**src/rtl/sig_pkg.sv**
```systemverilog
package sig_pkg;

  localparam int SIG_WORDS = 5;
  localparam int SIG_W     = SIG_WORDS * 32;

  // feedback taps of x^160 + x^159 + x^158 + x^157 + 1
  localparam logic [SIG_W-1:0] SIG_TAPS =
    (SIG_W'(1) << 159) | (SIG_W'(1) << 158) | (SIG_W'(1) << 157) | SIG_W'(1);

  localparam logic [2:0] RA_CTRL = 3'd0;
  localparam logic [2:0] RA_MASK = 3'd1;
  localparam logic [2:0] RA_SIG0 = 3'd2;

  typedef enum logic [1:0] {
    ST_IDLE  = 2'd0,
    ST_SCAN  = 2'd1,
    ST_DRAIN = 2'd2,
    ST_DONE  = 2'd3
  } scan_st_e;

endpackage

```
**src/rtl/sig_addr_gen.sv**
```systemverilog
module sig_addr_gen #(
  parameter int NBLK  = 4,
  parameter int WBITS = 3,
  parameter int BBITS = 3
) (
  input  logic             clk,
  input  logic             rst_n,
  input  logic             load,
  input  logic             step,
  input  logic [NBLK-1:0]  act,
  input  logic             alt,
  output logic [BBITS-1:0] blk_o,
  output logic [WBITS-1:0] word_o,
  output logic             cur_act_o,
  output logic             last_o
);

  localparam int BSPAN = 1 << BBITS;

  logic [BBITS-1:0] blk_q, blk_d;
  logic [WBITS-1:0] cnt_q, cnt_d;
  logic [WBITS-1:0] cnt_rev;
  logic [BSPAN-1:0] act_ext;
  logic             wrap;

  for (genvar i = 0; i < WBITS; i++) begin : g_rev
    assign cnt_rev[i] = cnt_q[WBITS-1-i];
  end

  assign act_ext   = BSPAN'(act);
  assign cur_act_o = act_ext[blk_q];
  assign wrap      = !cur_act_o || (cnt_q == {WBITS{1'b1}});
  assign last_o    = (blk_q == BBITS'(NBLK-1)) && wrap;
  assign blk_o     = blk_q;
  assign word_o    = alt ? cnt_rev : cnt_q;

  always_comb begin
    blk_d = blk_q;
    cnt_d = cnt_q;
    if (load) begin
      blk_d = '0;
      cnt_d = '0;
    end else if (step) begin
      if (wrap) begin
        blk_d = blk_q + 1'b1;
        cnt_d = '0;
      end else begin
        cnt_d = cnt_q + 1'b1;
      end
    end
  end

  always_ff @(posedge clk or negedge rst_n) begin
    if (!rst_n) begin
      blk_q <= '0;
      cnt_q <= '0;
    end else if (load || step) begin
      blk_q <= blk_d;
      cnt_q <= cnt_d;
    end
  end

endmodule

```
**src/rtl/sig_misr.sv**
```systemverilog
module sig_misr #(
  parameter int              NWORD = 5,
  parameter logic [NWORD*32-1:0] TAPS = '0
) (
  input  logic                 clk,
  input  logic                 rst_n,
  input  logic [NWORD-1:0]     seed_we,
  input  logic [31:0]          seed_wdata,
  input  logic                 upd,
  input  logic [NWORD*32-1:0]  beat,
  output logic [NWORD*32-1:0]  sig_o
);

  localparam int W = NWORD * 32;

  logic [W-1:0] sig_q, sig_d;
  logic         sig_we;

  assign sig_we = upd || (|seed_we);
  assign sig_o  = sig_q;

  always_comb begin
    sig_d = sig_q;
    if (upd) begin
      sig_d = {sig_q[W-2:0], 1'b0} ^ beat ^ (sig_q[W-1] ? TAPS : '0);
    end
    for (int k = 0; k < NWORD; k++) begin
      if (seed_we[k]) sig_d[k*32 +: 32] = seed_wdata;
    end
  end

  always_ff @(posedge clk or negedge rst_n) begin
    if (!rst_n) sig_q <= '0;
    else if (sig_we) sig_q <= sig_d;
  end

  // without an update or seed write the signature holds
  p_sig_hold_r10: assert property (@(posedge clk) disable iff (!rst_n)
    (!upd && !(|seed_we)) |=> $stable(sig_o));

endmodule

```
**src/rtl/sig_scan_ctrl.sv**
```systemverilog
module sig_scan_ctrl
  import sig_pkg::*;
#(
  parameter int NBLK  = 4,
  parameter int WBITS = 3
) (
  input  logic                              clk,
  input  logic                              rst_n,
  input  logic                              reg_wr,
  input  logic [2:0]                        reg_addr,
  input  logic [31:0]                       reg_wdata,
  output logic [31:0]                       reg_rdata,
  input  logic [NBLK-1:0]                   blk_lock,
  output logic                              rd_en,
  output logic [$clog2(NBLK+1)+WBITS-1:0]   rd_addr,
  output logic                              rd_margin_val,
  output logic                              rd_ecc_bypass,
  input  logic [SIG_W-1:0]                  rd_data
);

  localparam int BBITS = $clog2(NBLK+1);
  localparam int BSPAN = 1 << BBITS;

  logic             rst_s0, rst_i;
  scan_st_e         st_q, st_d;
  logic             en_q, en_d;
  logic             seq_q, men_q, mval_q;
  logic [NBLK-1:0]  mask_q, act_q, act_d;
  logic             cfg_we, mask_we, act_we;
  logic             vld_q, upd;
  logic             load, step, alt;
  logic             wr_ctrl, wr_mask;
  logic [BBITS-1:0] blk;
  logic [WBITS-1:0] word;
  logic             cur_act, last;
  logic [SIG_WORDS-1:0] seed_we;
  logic [SIG_W-1:0] sig;
  logic [BSPAN-1:0] lock_ext;

  // reset: asserted asynchronously, released on the clock
  always_ff @(posedge clk or negedge rst_n) begin
    if (!rst_n) begin
      rst_s0 <= 1'b0;
      rst_i  <= 1'b0;
    end else begin
      rst_s0 <= 1'b1;
      rst_i  <= rst_s0;
    end
  end

  assign wr_ctrl = reg_wr && (reg_addr == RA_CTRL);
  assign wr_mask = reg_wr && (reg_addr == RA_MASK);

  for (genvar k = 0; k < SIG_WORDS; k++) begin : g_seed
    assign seed_we[k] = reg_wr && (st_q == ST_IDLE) && (reg_addr == RA_SIG0 + 3'(k));
  end

  // next state
  always_comb begin
    st_d    = st_q;
    en_d    = en_q;
    act_d   = act_q;
    cfg_we  = 1'b0;
    mask_we = 1'b0;
    act_we  = 1'b0;
    load    = 1'b0;
    step    = 1'b0;
    unique case (st_q)
      ST_IDLE: begin
        mask_we = wr_mask;
        if (wr_ctrl) begin
          cfg_we = 1'b1;
          en_d   = reg_wdata[0];
          if (reg_wdata[0]) begin
            st_d   = ST_SCAN;
            load   = 1'b1;
            act_we = 1'b1;
            act_d  = mask_q & ~blk_lock;
          end
        end
      end
      ST_SCAN: begin
        step = 1'b1;
        if (last) st_d = ST_DRAIN;
      end
      ST_DRAIN: st_d = ST_DONE;
      ST_DONE:  st_d = ST_DONE;
      default:  st_d = ST_IDLE;
    endcase
    if ((st_q != ST_IDLE) && wr_ctrl && !reg_wdata[0]) begin
      st_d = ST_IDLE;
      en_d = 1'b0;
      step = 1'b0;
    end
  end

  // registers
  always_ff @(posedge clk or negedge rst_i) begin
    if (!rst_i) begin
      st_q   <= ST_IDLE;
      en_q   <= 1'b0;
      seq_q  <= 1'b0;
      men_q  <= 1'b0;
      mval_q <= 1'b0;
      mask_q <= '0;
      act_q  <= '0;
      vld_q  <= 1'b0;
    end else begin
      st_q  <= st_d;
      en_q  <= en_d;
      vld_q <= rd_en;
      if (cfg_we) begin
        seq_q  <= reg_wdata[2];
        men_q  <= reg_wdata[3];
        mval_q <= reg_wdata[4];
      end
      if (mask_we) mask_q <= reg_wdata[NBLK-1:0];
      if (act_we)  act_q  <= act_d;
    end
  end

  assign alt = seq_q & ~men_q;

  sig_addr_gen #(.NBLK(NBLK), .WBITS(WBITS), .BBITS(BBITS)) u_agen (
    .clk(clk), .rst_n(rst_i), .load(load), .step(step), .act(act_q), .alt(alt),
    .blk_o(blk), .word_o(word), .cur_act_o(cur_act), .last_o(last)
  );

  assign upd = vld_q && ((st_q == ST_SCAN) || (st_q == ST_DRAIN));

  sig_misr #(.NWORD(SIG_WORDS), .TAPS(SIG_TAPS)) u_misr (
    .clk(clk), .rst_n(rst_i), .seed_we(seed_we), .seed_wdata(reg_wdata),
    .upd(upd), .beat(rd_data), .sig_o(sig)
  );

  assign rd_en         = (st_q == ST_SCAN) && cur_act;
  assign rd_addr       = {blk, word};
  assign rd_margin_val = mval_q;
  assign rd_ecc_bypass = rd_en && men_q;

  always_comb begin
    reg_rdata = '0;
    if (reg_addr == RA_CTRL)
      reg_rdata = {27'd0, mval_q, men_q, seq_q, (st_q == ST_DONE), en_q};
    else if (reg_addr == RA_MASK)
      reg_rdata = 32'(mask_q);
    for (int k = 0; k < SIG_WORDS; k++) begin
      if (reg_addr == RA_SIG0 + 3'(k)) reg_rdata = sig[k*32 +: 32];
    end
  end

  assign lock_ext = BSPAN'(blk_lock);

  // shadow block index never addressed
  p_no_shadow_r7: assert property (@(posedge clk) disable iff (!rst_i)
    rd_en |-> (blk < BBITS'(NBLK)));

  // locked blocks are not read (locks stable during a scan)
  p_unlocked_r6: assert property (@(posedge clk) disable iff (!rst_i)
    rd_en |-> !lock_ext[blk]);

  // margin mode walks words strictly upward
  p_margin_seq_r5: assert property (@(posedge clk) disable iff (!rst_i)
    (rd_en && $past(rd_en) && men_q && (blk == $past(blk)))
      |-> (word == WBITS'($past(word) + 1'b1)));

  // done only while enable is still set
  p_done_en_r11: assert property (@(posedge clk) disable iff (!rst_i)
    (st_q == ST_DONE) |-> en_q);

  // signature frozen while done
  p_sig_frozen_r9: assert property (@(posedge clk) disable iff (!rst_i)
    (st_q == ST_DONE) |=> $stable(sig));

endmodule

```
**config.mk**
```make
export PLATFORM = sky130hd
export DESIGN_NAME = sig_scan_ctrl
export DESIGN_NICKNAME = d
export VERILOG_FILES = /design/src/rtl/sig_pkg.sv /design/src/rtl/sig_addr_gen.sv /design/src/rtl/sig_misr.sv /design/src/rtl/sig_scan_ctrl.sv
export SDC_FILE = /design/constraint.sdc
export NUM_CORES = 1
export LEC_CHECK = 0
export CAP_MARGIN = 25
export CORE_ASPECT_RATIO = 0.7
export CORE_UTILIZATION = 45
export CTS_BUF_LIST = sky130_fd_sc_hd__clkbuf_8
export DETAILED_ROUTE_END_ITERATION = 12
export GPL_ROUTABILITY_DRIVEN = 0
export PLACE_DENSITY = 0.76
export SLEW_MARGIN = 20
export SYNTH_ARGS = -nofsm -noshare
export SYNTH_HDL_FRONTEND = slang
export SYNTH_HIERARCHICAL = 1
export SYNTH_SLANG_ARGS = --single-unit
```
**constraint.sdc**
```tcl
create_clock -name clk -period 6.84 [get_ports clk]
set_input_delay 2.052 -clock clk [delete_from_list [all_inputs] [get_ports clk]]
set_output_delay 2.052 -clock clk [all_outputs]
set_load 0.03 [all_outputs]
```
==> impl_results.md, run 1 <==
* CTS Sinks at 183
* Seq/Total Area, Yosys at between 40% and 50%
* Synthesized net count at 1359
* Hold Path Class: register to asynchronous set/reset pin
* Num ports at about 240
* Top post-synthesis cells by area: dfrtp_1 41%, mux2i_1 15%, xor2_1 12%
* Number of routed nets with antenna violations at 0
* Initial DRC count at 792
* Post-synth EDFFs at 0
* Status: completed
* Core Rows at 47
* Max frequency at between 150 and 200 MHz
* Synthesized flop and latch total at roughly 180
* Detailed Route WL at ~32 mm
* Share of flip-flops with an asynchronous set or reset at 100%
* Period utilization at 93.1%
* Predominant post-synthesis flop cell: dfrtp_1
* Port Buffers at 242
* Area share of the largest cell type after synthesis at 41.0%
* R2r endpoint: u_misr/sig_o[78]
* Cell taking the most area after synthesis: dfrtp_1
* Largest family of logic cells by synthesized area: multiplexers
* CTS tree: built
* Starting Density at between 40 and 50%
* Initial antenna violation count at 1
* Number of global-route vias before repair at 9096
* Slack of the worst reg-to-reg path at 3.95 ns
* Chip height at about 130 µm
* WL per Instance at 18.9 µm
* H-tree levels at 4
* Setup ws final at 0.474 ns
* Clk root buf: clkbuf_8
* RSZ-0062 raised after global routing: false
* Gate Count Post-Synth at between 1000 and 1500
* CTS clk-pin slew, worst paths at 0.11 ns
* Mapped Area at around 11000 µm²
* Vias per Instance at 5.58
* CP Capture Type: primary output
* Placed insts at 1641
* Max-cap viol count at 0
* Switching portion of total power at 27.4%
* Worst slew pin tran at 0.999 ns
* Net Sw Power at between 600 and 700 µW
* Worst r2r src: st_q[0]
* Yosys cell types at 53
* Compound-Gate Fraction of Synth Area at between 15 and 20%
* Clock network latency to the later pin of the worst-skew pair at about 0.48 ns
* Kind of critical path: input pin to primary output
* Pwr Density at roughly 170 nW/µm²
* Area Overhead vs Synth at 27.1%
* Worst Skew at 0.0138 ns
* Setup Total Neg Slack at 0 ns
* DIE AREA at ~25000 µm²
* Simple-gate share of the synthesized area at approximately 8.4%
* First-pass GRT wire length at 49.5 mm
* Non-Filler Instances at roughly 1700
* Sequential share of power at 48.0%
* Multiplexer area fraction after synthesis at 16.9%
* Post-place setup slack at 0.510 ns
* DRC viols at 0
* Core area at 24000 µm²
* Largest net degree at the start of global routing at between 100 and 150
* Critical path fanouts, max at 9
* Total power at approximately 2300 µW
* Clock buffer count from CTS at 17
* Worst R2R Path Depth at 6
* Remaining global-route overflow at 0
* Vias post-DR at 9344
* Setup crit start kind: input pin
* DRT Pass-1 Iters at 5
* P_leak at 0.00603 µW
* Die width at roughly 190 µm
* Final nets at 1554
* Buffers from clock root to sink, at most at 2
* YS warnings at 6
* Average size of a mapped cell at 9.74 µm²
* Slew Viols, Final at 0
* Clock power frac at a little over a third
* Data required, critical path at approximately 4.8 ns
* Shortest period the worst path allows at 6.37 ns
* Total track usage at around 25%
* CTS Hold Bufs at 0
* Synth Area in Adders at between 1 and 1.5%
* Int Pwr at about 1700 µW
* Final-report setup violation count at 0
* Maximum vdd drop at 0.000121 V
* Rel. slew slack at 33.4%
* Hpwl dp at 22.2 mm
* Comb pwr share at 16.3%
* Post CTS Setup Buffer Count at 0
* Final Hold Vio Count at 0
* Post-CTS sizing at 0
* Arr. time, crit path at ~4.3 ns
* Fraction of layout cells with a size suffix above 1 at ~8.3%
* Xor-xnor portion of the synthesized cell area at 12.7%
-- flip-flops by register name (all words and copies together), names as in the netlist --
register	flops
act_q	4
en_q	1
mask_q	4
men_q	1
rd_margin_val	1
rst_i	1
rst_s0	1
seq_q	1
st_q	2
u_agen/blk_o	3
u_agen/cnt_q	3
u_misr/sig_o	160
vld_q	1
-- placed cells by master (no fill, tap or decap), types with 3 or more instances in the layout --
cell type	n
bufinv_16	4
a21oi_1	43
clkbuf_8	18
mux2i_1	165
clkinv_2	3
dfrtp_1	182
nand3_1	5
clkdlybuf4s50_1	212
mux2_2	17
inv_1	8
ha_1	9
buf_4	41
nand2_1	165
a22oi_1	28
nor2b_1	9
a221oi_1	27
xor2_1	159
o21ai_0	162
inv_6	4
nand2b_1	4
a21o_1	27
nor2_1	13
-- per-stage QoR --
step           instance area (µm²)  utilization, %  hold slack [ns]
2_1_floorplan                11200               -            0.331
3_3_place_gp                 13700            57.1            0.334
3_5_place_dp                 13700            57.2            0.338
4_1_cts                      14200            59.1            0.359
5_1_grt                      14200            59.2            0.375
6_report                     14200            59.2            0.356
-- worst max-delay path by stage --
stage	from	to	slack, ns	cells after the start
global placement	reg_addr[2]	reg_rdata[0]	0.59	7
detailed placement	reg_addr[2]	reg_rdata[0]	0.51	6
finish	reg_addr[2]	reg_rdata[0]	0.47	6
global route	reg_addr[1]	reg_rdata[1]	0.40	7
floorplan	rst_i	act_q[0]	1.36	0
CTS	reg_addr[2]	reg_rdata[0]	0.51	6
-- critical path, stage by stage --
cell	delay [ns]
clkdlybuf4s50_1	0.60
inv_1	0.32
a21oi_1	0.11
a211o_1	0.30
a21oi_1	0.22
clkdlybuf4s50_1	0.71
-- cells by family after synthesis --
logic type      count (synthesis)
compound gates                302
simple gates                  218
mux                           184
flops                         183
xor+xnor                      161
buf+inv                        90
fa+ha+maj                       9
other cells                     1
-- power groups by stage --
stage	logic [µW]	clock network (µW)	registers (µW)
finish	383	839	1130
global route	409	899	1130
CTS	383	855	1130
detailed placement	382	0	1150
global placement	378	0	1150
floorplan	139	0	1170
-- metal layers --
layer / up-vias / share of wire [%] / track usage [%]
met2: 377 / 43 / 36.1
met5: - / 0 / 0
met1: 4534 / 48 / 37.3
li1: 4411 / - / -
met4: 0 / 1.2 / 5.24
met3: 22 / 7.5 / 5.68
-- cell type report --
cell class | instances | area (µm²)
fill | 2049 | 9780
multi-input combinational | 875 | 6240
sequential | 183 | 4580
timing repair buffer | 258 | 2520
tap | 318 | 398
clock buffer | 18 | 248
clock inverter | 14 | 195
inverter | 8 | 30.0
antenna | 1 | 2.50
-- synth_stat cells, types with 5 or more instances --
master / count
dfrtp_1: 183
a21oi_1: 43
buf_2: 24
inv_1: 8
mux2_2: 17
xor2_1: 159
nand2_1: 165
nor2b_1: 11
a221oi_1: 27
a21o_1: 27
a22oi_1: 28
nor2_1: 14
ha_1: 9
buf_4: 10
o21ai_0: 162
clkbuf_1: 43
nand3_1: 5
mux2i_1: 165
Power figures use the tool's default switching activity.
==> inputs of run 2 (changes only) <==
CTS_BUF_LIST = default   (was sky130_fd_sc_hd__clkbuf_8)
==> run 2 against run 1 <==
Against the previous run:
- setup slack worse by 0.0017 ns
- worst hold slack lost 0.0039 ns
- register-to-register slack is essentially flat
- total power rose by 10%
- critical path depth is the same
- critical path type unchanged
- largest power group unchanged
==> impl_results.md, run 2 (synthesized netlist as in run 1, its figures left out) <==
* Maximum vdd drop at 0.000167 V (+38%)
* Vias per Instance at 5.61 (+0.49%)
* Period utilization at 93.1% (about the same)
* Number of routed nets with antenna violations at 0 (unchanged)
* Most common cell after layout, fill and taps aside: clkdlybuf4s50_1
* Die width at 190 µm (unchanged)
* Placed insts at 1641 (unchanged)
* Worst Skew at 0.0108 ns (-0.00306 ns)
* CTS clk-pin slew, worst paths at 0.07 ns (-0.04 ns)
* WL per Instance at 19.1 µm (+0.83%)
* Final hold slack at 0.352 ns (-0.00387 ns)
* Hpwl dp at 22.2 mm (unchanged)
* Starting Density at 46.6% (unchanged)
* Number of global-route vias before repair at 9179 (+0.91%)
* FF+latch area at 4580 µm² (unchanged)
* Rel. slew slack at 31.8% (-1.6 points)
* Area Overhead vs Synth at 28.8%
* Clk root buf: clkbuf_16
* Arr. time, crit path at 4.32 ns (about the same)
* Post CTS Setup Buffer Count at 0 (unchanged)
* Hold Path Class: register to register
* DRC viols at 0 (unchanged)
* Status: completed
* DIE AREA at 25500 µm² (unchanged)
* Most frequent cells in the layout: 212 x clkdlybuf4s50_1, 182 x dfrtp_1, 165 x nand2_1, 165 x mux2i_1, 162 x o21ai_0
* Detailed Route WL at 32.0 mm (+0.83%)
* Worst-path cell chain: clkdlybuf4s50_1 -> inv_1 -> a21oi_1 -> a211o_1 -> a21oi_1 -> clkdlybuf4s50_1
* Pwr Density at 180 nW/µm² (+8.9%)
* First-pass GRT wire length at 49.9 mm (+0.79%)
* H-tree levels at 4 (unchanged)
* Vias post-DR at 9390 (+0.49%)
* Max frequency at 157 MHz (about the same)
* Post-CTS sizing at 0 (unchanged)
* Remaining global-route overflow at 0 (unchanged)
* Crit-path max cell delay at 0.71 ns (about the same)
* Final nets at 1554 (unchanged)
* Buffers from clock root to sink, at most at 2 (unchanged)
* Shortest period the worst path allows at 6.37 ns (+0.00170 ns)
* DRT Pass-1 Iters at 5 (unchanged)
* Area taken by multi-input logic gates at 6240 µm² (unchanged)
* Final core occ at 60.0% (+0.80 points)
* Filler cells at 2035 (-0.68%)
* Worst path slowest cell: clkdlybuf4s50_1
* Slew Viols, Final at 0 (unchanged)
* Largest net degree at the start of global routing at 132 (unchanged)
* Total power at 2590 µW (+10%)
* Setup crit start kind: input pin
* Core Rows at 47 (unchanged)
* Core area at 24000 µm² (unchanged)
* CTS Hold Bufs at 0 (unchanged)
* Setup Total Neg Slack at 0 ns (unchanged)
* Kind of critical path: input pin to primary output
* Final Hold Vio Count at 0 (unchanged)
* Clock network latency to the later pin of the worst-skew pair at 0.43 ns (-0.05 ns)
* Clock buffer count from CTS at 17 (unchanged)
* Total track usage at 24.9% (+0.13 points)
* CTS tree: built
* Max-cap viol count at 0 (unchanged)
* P_leak at 0.00612 µW (+1.4%)
* CP Capture Type: primary output
* Number of flip-flops in the largest register at 160 (unchanged)
* Num ports at 243 (unchanged)
* Chip height at 134 µm (unchanged)
* Non-Filler Instances at 1675 (unchanged)
* RSZ-0062 raised after global routing: false
* Data required, critical path at 4.79 ns (about the same)
* CTS Sinks at 183 (unchanged)
* Port Buffers at 242 (unchanged)
* Final-report setup violation count at 0 (unchanged)
* Initial antenna violation count at 1 (unchanged)
* Worst slew pin tran at 1.02 ns (+0.0243 ns)
* Fraction of layout cells with a size suffix above 1 at 8.33% (unchanged)
* Critical path fanouts, max at 9 (unchanged)
* Initial DRC count at 749 (-5.4%)
-- run 2: cell counts in the layout (fill, tap and decap cells not counted) --
No cell type changed its count.
-- run 2: cell type report --
cell class | count | area share [%]
Multi-Input combinational cell | 875 | 43.3
Inverter | 8 | 0.208
Clock buffer | 18 | 3.05
Sequential cell | 183 | 31.8
Antenna cell | 1 | 0.0174
Clock inverter | 14 | 1.35
Timing Repair Buffer | 258 | 17.5
Tap cell | 318 | 2.76
-- run 2: final timing paths --
kind                                  start          endpoint  slack, ns  cells after the start
worst max-delay path            reg_addr[2]      reg_rdata[0]       0.47                      6
worst min-delay path                 rst_s0             rst_i       0.35                      0
worst max register to register      st_q[0]  u_misr/sig_o[78]       3.96                      6
worst min register to register       rst_s0             rst_i       0.35                      0
max in group asynchronous             rst_n             rst_i       4.92                      1
min in group asynchronous             rst_i  u_misr/sig_o[35]       0.36                      0
-- run 2: power breakdown --
part / internal, µW / switching [µW]
Combinational: 196 / 187
Clock: 627 / 454
Sequential: 1100 / 28.6
Total: 1920 / 670
-- run 2: worst max-delay path, delay by kind of cell --
family / cells / cell delay [ns]
buffers and inverters: 3 / 1.63
AOI/OAI and AO/OA: 3 / 0.63
-- run 2: stage by stage --
step | setup WS [ns] | cell area (µm²)
5_1_grt | 0.402 | 14400
3_3_place_gp | 0.586 | 13700
6_report | 0.472 | 14400
3_5_place_dp | 0.510 | 13700
2_1_floorplan | 1.36 | 11200
4_1_cts | 0.507 | 14400
-- run 2: layer usage --
layer,routed length [µm],vias to the layer above,global-route usage (%)
met5,0,-,0
met4,362,0,5.33
met3,2130,25,5.08
met2,14000,345,37.0
met1,15500,4608,37.3
li1,-,4412,-
